$ cat src/rtl/crlu_pkg.sv
package crlu_pkg;

   typedef enum logic [3:0] {
      OP_READ    = 4'h0,
      OP_WR_ALL  = 4'h1,
      OP_WR_MASK = 4'h2,
      OP_FCOPY   = 4'h3,
      OP_XMOVE   = 4'h4,
      OP_XLOAD   = 4'h5,
      OP_AND     = 4'h8,
      OP_ANDC    = 4'h9,
      OP_OR      = 4'hA,
      OP_ORC     = 4'hB,
      OP_XOR     = 4'hC,
      OP_NAND    = 4'hD,
      OP_NOR     = 4'hE,
      OP_EQV     = 4'hF
   } crlu_op_e;

   typedef enum logic [2:0] {
      FN_AND  = 3'd0,
      FN_ANDC = 3'd1,
      FN_OR   = 3'd2,
      FN_ORC  = 3'd3,
      FN_XOR  = 3'd4,
      FN_NAND = 3'd5,
      FN_NOR  = 3'd6,
      FN_EQV  = 3'd7
   } crlu_fn_e;

endpackage

$ cat src/rtl/crlu_bitop.sv
module crlu_bitop
   import crlu_pkg::*;
(
   input  logic       a,
   input  logic       b,
   input  logic [2:0] fn,
   output logic       y
);
   always_comb begin
      case (crlu_fn_e'(fn))
         FN_AND:  y = a & b;
         FN_ANDC: y = a & ~b;
         FN_OR:   y = a | b;
         FN_ORC:  y = a | ~b;
         FN_XOR:  y = a ^ b;
         FN_NAND: y = ~(a & b);
         FN_NOR:  y = ~(a | b);
         default: y = ~(a ^ b);
      endcase
   end
endmodule

$ cat src/rtl/crlu_field_pick.sv
module crlu_field_pick #(
   parameter int FIELDS     = 8,
   parameter int FIELD_W    = 4,
   parameter bit BIG_ENDIAN = 1'b1,
   localparam int VEC_W     = FIELDS * FIELD_W,
   localparam int FIDX_W    = $clog2(FIELDS)
) (
   input  logic [VEC_W-1:0]   vec,
   input  logic [FIDX_W-1:0]  idx,
   output logic [FIELD_W-1:0] nib
);
   logic [FIDX_W-1:0] pos;

   generate
      if (BIG_ENDIAN) begin : g_msb_first
         assign pos = FIDX_W'(FIELDS - 1) - idx;
      end else begin : g_lsb_first
         assign pos = idx;
      end
   endgenerate

   assign nib = vec[pos*FIELD_W +: FIELD_W];
endmodule

$ cat src/rtl/crlu_top.sv
module crlu_top
   import crlu_pkg::*;
#(
   parameter int FIELDS     = 8,
   parameter int FIELD_W    = 4,
   parameter bit BIG_ENDIAN = 1'b1,
   parameter int XER_W      = 32,
   localparam int CR_W      = FIELDS * FIELD_W,
   localparam int BIDX_W    = $clog2(CR_W),
   localparam int FIDX_W    = $clog2(FIELDS)
) (
   input  logic              clk,
   input  logic              rst,
   input  logic              cmd_valid,
   input  logic [3:0]        cmd_op,
   input  logic [BIDX_W-1:0] bit_a,
   input  logic [BIDX_W-1:0] bit_b,
   input  logic [BIDX_W-1:0] bit_d,
   input  logic [FIDX_W-1:0] fld_src,
   input  logic [FIDX_W-1:0] fld_dst,
   input  logic [FIELDS-1:0] fld_mask,
   input  logic [CR_W-1:0]   wr_data,
   output logic [CR_W-1:0]   cr_out,
   output logic [XER_W-1:0]  xer_out
);
   // elaboration checks on the parameter set
   generate
      if (FIELD_W < 4) begin : g_bad_fw
         $error("crlu_top: FIELD_W must be at least 4");
      end
      if ((FIELDS < 2) || ((FIELDS & (FIELDS - 1)) != 0)) begin : g_bad_nf
         $error("crlu_top: FIELDS must be a power of two");
      end
      if ((XER_W < 3) || (XER_W > CR_W)) begin : g_bad_xw
         $error("crlu_top: XER_W out of range");
      end
   endgenerate

   crlu_op_e op;
   assign op = crlu_op_e'(cmd_op);

   logic [CR_W-1:0]   cr_q, cr_d, cr_bit;
   logic [2:0]        xs_q, xs_d;   // {SO, OV, CA}
   logic [BIDX_W-1:0] pa, pb, pd;
   logic              src_a, src_b, bit_y;
   logic [FIELD_W-1:0] copy_nib, xs_nib;
   logic              is_bitop;

   // index-to-vector-position mapping
   generate
      if (BIG_ENDIAN) begin : g_bit_msb
         assign pa = BIDX_W'(CR_W - 1) - bit_a;
         assign pb = BIDX_W'(CR_W - 1) - bit_b;
         assign pd = BIDX_W'(CR_W - 1) - bit_d;
      end else begin : g_bit_lsb
         assign pa = bit_a;
         assign pb = bit_b;
         assign pd = bit_d;
      end
   endgenerate

   assign is_bitop = cmd_op[3];
   assign src_a    = cr_q[pa];
   assign src_b    = cr_q[pb];

   crlu_bitop u_bitop (
      .a  (src_a),
      .b  (src_b),
      .fn (cmd_op[2:0]),
      .y  (bit_y)
   );

   always_comb begin
      cr_bit     = cr_q;
      cr_bit[pd] = bit_y;
   end

   crlu_field_pick #(
      .FIELDS     (FIELDS),
      .FIELD_W    (FIELD_W),
      .BIG_ENDIAN (BIG_ENDIAN)
   ) u_copy_src (
      .vec (cr_q),
      .idx (fld_src),
      .nib (copy_nib)
   );

   assign xs_nib = {xs_q, {(FIELD_W-3){1'b0}}};

   // per-nibble next-state selection
   generate
      for (genvar p = 0; p < FIELDS; p++) begin : g_nib
         localparam int FIDX = BIG_ENDIAN ? (FIELDS - 1 - p) : p;
         localparam logic [FIDX_W-1:0] FSEL = FIDX_W'(FIDX);
         logic [FIELD_W-1:0] cur, nxt;
         assign cur = cr_q[p*FIELD_W +: FIELD_W];
         always_comb begin
            nxt = cur;
            case (op)
               OP_WR_ALL:  nxt = wr_data[p*FIELD_W +: FIELD_W];
               OP_WR_MASK: if (fld_mask[p]) nxt = wr_data[p*FIELD_W +: FIELD_W];
               OP_FCOPY:   if (fld_dst == FSEL) nxt = copy_nib;
               OP_XMOVE:   if (fld_dst == FSEL) nxt = xs_nib;
               default:    if (is_bitop) nxt = cr_bit[p*FIELD_W +: FIELD_W];
            endcase
         end
         assign cr_d[p*FIELD_W +: FIELD_W] = nxt;
      end
   endgenerate

   always_comb begin
      xs_d = xs_q;
      if (op == OP_XLOAD)      xs_d = wr_data[CR_W-1 -: 3];
      else if (op == OP_XMOVE) xs_d = 3'b000;
   end

   always_ff @(posedge clk) begin
      if (rst) begin
         cr_q <= '0;
         xs_q <= '0;
      end else if (cmd_valid) begin
         cr_q <= cr_d;
         xs_q <= xs_d;
      end
   end

   assign cr_out  = cr_q;
   assign xer_out = {xs_q, {(XER_W-3){1'b0}}};

   // ---------------- assertions ----------------
   AST_RESET_CLEARS: assert property (@(posedge clk)
      rst |=> (cr_out == '0) && (xer_out == '0));

   AST_IDLE_HOLDS: assert property (@(posedge clk) disable iff (rst)
      !cmd_valid |=> $stable(cr_out) && $stable(xer_out));

   AST_BITOP_SINGLE: assert property (@(posedge clk) disable iff (rst)
      (cmd_valid && is_bitop) |=>
         ($countones(cr_out ^ $past(cr_out)) <= 1) && $stable(xer_out));

   AST_BITOP_DEST: assert property (@(posedge clk) disable iff (rst)
      (cmd_valid && is_bitop) |=> cr_out[$past(pd)] == $past(bit_y));

   AST_XMOVE_CLEARS: assert property (@(posedge clk) disable iff (rst)
      (cmd_valid && op == OP_XMOVE) |=> xer_out == '0);

   AST_READ_NOCHANGE: assert property (@(posedge clk) disable iff (rst)
      (cmd_valid && (cmd_op == 4'h0 || cmd_op == 4'h6 || cmd_op == 4'h7))
         |=> $stable(cr_out) && $stable(xer_out));

   AST_FULL_WRITE: assert property (@(posedge clk) disable iff (rst)
      (cmd_valid && op == OP_WR_ALL) |=> cr_out == $past(wr_data));

endmodule

$ cat config.mk
export PLATFORM = sky130hd
export DESIGN_NAME = crlu_top
export DESIGN_NICKNAME = d
export VERILOG_FILES = /design/src/rtl/crlu_pkg.sv /design/src/rtl/crlu_bitop.sv /design/src/rtl/crlu_field_pick.sv /design/src/rtl/crlu_top.sv
export SDC_FILE = /design/constraint.sdc
export NUM_CORES = 1
export LEC_CHECK = 0
export BUFFER_PORTS_ARGS = -buffer_cell sky130_fd_sc_hd__buf_2
export CORE_UTILIZATION = 30
export CTS_BUF_LIST = sky130_fd_sc_hd__clkbuf_8
export DETAILED_ROUTE_END_ITERATION = 7
export PLACE_DENSITY_LB_ADDON = 0.08
export SYNTH_ARGS = -nofsm -noshare
export SYNTH_HDL_FRONTEND = slang
export SYNTH_SLANG_ARGS = --single-unit
$ cat constraint.sdc
create_clock -name clk -period 5.6 [get_ports clk]
set_input_delay 1.12 -clock clk [delete_from_list [all_inputs] [get_ports clk]]
set_output_delay 1.12 -clock clk [all_outputs]
set_load 0.02 [all_outputs]
==> run summary <==
Slew Viols, Final - 0
CP max stage cell - mux4_2
CTS Buffer Depth - 2
TritonCTS clock tree - yes
Post-CTS Setup Bufs - 0
via count - 3911
failing checks - DRC
clock sink count - 35
post-route setup TNS - 0 ns
beginning of the worst hold path - xs_q[2]
Post-CTS Resized - 0
flop-to-flop setup slack - 2.18 ns
top-area cell type share of the netlist area - 0.193
die height - 112 µm
warnings from Yosys - 0
period utilization - 0.730
#FFs+latches synth - 35
critical path class - in2reg
router iterations before antenna repair - 7
fillers - 1251
P_sw - 0.317 mW
Mapped Cells - 442
placed cells - 652
Die X - 112 µm
measured slew at the worst slew-check pin - 1.22 ns
layout cells sized above 1 - 0.284
synth unique cells - 53
main area contributors after synthesis - dfxtp_1 (19%), mux4_2 (13%), a21oi_1 (9.6%)
element type at the critical path start - input port
final hold vios - 0
GR Overflow Total - 0
largest net degree at the start of global routing - 50
DIE AREA - 0.0126 mm²
vias in the first global route - 3674
drc violations - 11
H-tree levels - 2
final setup fails - 0
Internal - 0.455 mW
Leakage - 1.80 nW
maxcap violations - 0
Mapped Area - 0.00364 mm²
Cell Pwr Density - 185 mW/mm²
area leader, netlist - dfxtp_1
worst skew pair latency - 0.30 ns
VDD IR max - 78.6 µV
Total Routing Usage GR - 0.229
Area Growth Syn to Fin - 14.3%
CTS clk-pin slew, worst paths - 0.08 ns
drt wl/cell - 21.8 µm
highest clock rate - 245 MHz
ANT nets after route - 0
status - finished with violations
Seq/Total Area, Yosys - 0.193
first-pass GRT wire length - 21.8 mm
HPWL Detailed - 10.8 mm
CP max stage delay - 0.57 ns
Combinational Power Share - 0.375
Crit Path Max Fanout - 32
IO Count - 132
Critical path buffers and inverters - 2
met1 Usage GRT - 0.330
clock network fraction of total power - 0.247
Finished Layout Cells - 660
crit path DAT - 4.22 ns
antenna fix cells - 0
register share of total power - 0.377
Async S/R FF share, synth - 0
WL final - 14.4 mm
Port Buffers - 102
hold_buf cts - 0
Max transition margin - 0.183
worst hold path type - reg2reg
CP endpoint kind - flop
Vias/cell - 5.93
CORE AREA - 0.0116 mm²
crit-path cells - buf_2 -> mux4_2 -> mux4_2 -> mux2i_1 -> ha_1 -> mux2i_1 -> nor3b_1 -> a311o_1 -> buf_4 -> o31ai_1 -> a311oi_1
Mean Syn Cell Area - 8.23 µm²
crit path from - bit_a[1]
M3 GR Usage - 0.0335
Core Rows - 39
Clock Root Buffer - clkbuf_8
initial DRC count - 392
initial core utilization - 0.313
Worst EP required - 5.73 ns
Tmin final - 4.09 ns
initial antenna violation count - 0
Synth Flop Type - dfxtp_1
delay-heaviest family, CP - multiplexers
M2 GR Usage - 0.347
unrepaired setup endpoints after global routing - no
number of synthesized flops with an enable pin - 0
sw frac - 0.411
busiest grt layer - met2
nets - 588
Layout Skew - 0.00790 ns
cts bufs inserted - 5
routability congestion estimate - 0.825
## final cells by class
type	instances	area, µm²	area share
clock buffers	5	68.8	0.0165
clock inverters	3	12.5	0.00301
inverters	3	11.3	0.00271
multi-input cells	365	2650	0.636
flip-flops and latches	35	701	0.168
well taps	143	179	0.0430
repair buffers	106	541	0.130
## through the flow
step / hold slack, ns / setup WS [ns] / utilization / cell area, µm² / total power [mW]
finish: 0.483 / 1.51 / 0.358 / 4160 / 0.772
global route: 0.517 / 1.29 / 0.358 / 4160 / 0.809
CTS: 0.488 / 1.50 / 0.358 / 4160 / 0.771
detailed placement: 0.478 / 1.18 / 0.351 / 4080 / 0.583
global placement: 0.471 / 1.19 / 0.351 / 4080 / 0.581
floorplan: 0.540 / 1.59 / - / 3740 / 0.498
## Yosys cell counts, types with 6 or more instances
master	count
nor2_1	6
mux2i_1	10
o31ai_1	24
buf_4	31
nand3_1	7
buf_2	18
a21oi_1	70
clkbuf_1	12
nand2_1	65
dfxtp_1	35
o211ai_1	16
a311oi_1	24
mux4_2	21
and2_1	14
## tightest hold or removal path, stage by stage (launching register included)
cell	delay [ns]
dfxtp_1	0.33
nand2_1	0.06
a21oi_1	0.05
## path summary, 6_finish.rpt
kind,depth (start not counted),end
setup / recovery,11,flop
hold / removal,2,xs_q[2]
setup reg to reg,10,flop
hold reg to reg,2,xs_q[2]
## layer usage
metal | vias to the layer above | wire length (µm)
li1 | 1807 | -
met3 | 17 | 1190
met2 | 204 | 6170
met1 | 1883 | 6630
met4 | 0 | 376
met5 | - | 0
## cell families (layout without fill, tap and decap cells)
kind of cell | Yosys count | in the layout | share of synthesized area
AOI/OAI and AO/OA | 176 | 176 | 0.331
and+or+nand+nor | 120 | 120 | 0.165
buffers and inverters | 70 | 117 | 0.112
muxes | 35 | 35 | 0.182
DFF | 35 | 35 | 0.193
adders and majority gates | 4 | 4 | 0.0138
other | 1 | 29 | 0.00103
xor gates and xnor gates | 1 | 1 | 0.00241
## power groups by stage
stage	combinational (mW)	sequential (mW)	clock, mW
floorplan	0.198	0.300	0
global placement	0.284	0.297	0
detailed placement	0.286	0.297	0
CTS	0.287	0.291	0.193
global route	0.315	0.293	0.201
finish	0.290	0.291	0.191
## cell usage in the layout (no fill, tap or decap), types with 4 or more instances in the layout
master and instances:
buf_4 4, nor2_1 5, a311oi_1 24, o211ai_1 16, o21bai_1 4, nand2b_1 4, nand2_1 65, o21ba_2 4
a211oi_1 4, mux4_2 21, nor2b_1 5, mux2i_1 10, a2111oi_0 5, and2_1 14, nand3_1 7, o31ai_1 24
buf_2 102, a21oi_1 69, a31oi_1 4, clkbuf_8 5, dfxtp_1 35, ha_1 4, nor3b_1 5, o211a_1 4
conb_1 29
Power figures use the tool's default switching activity.
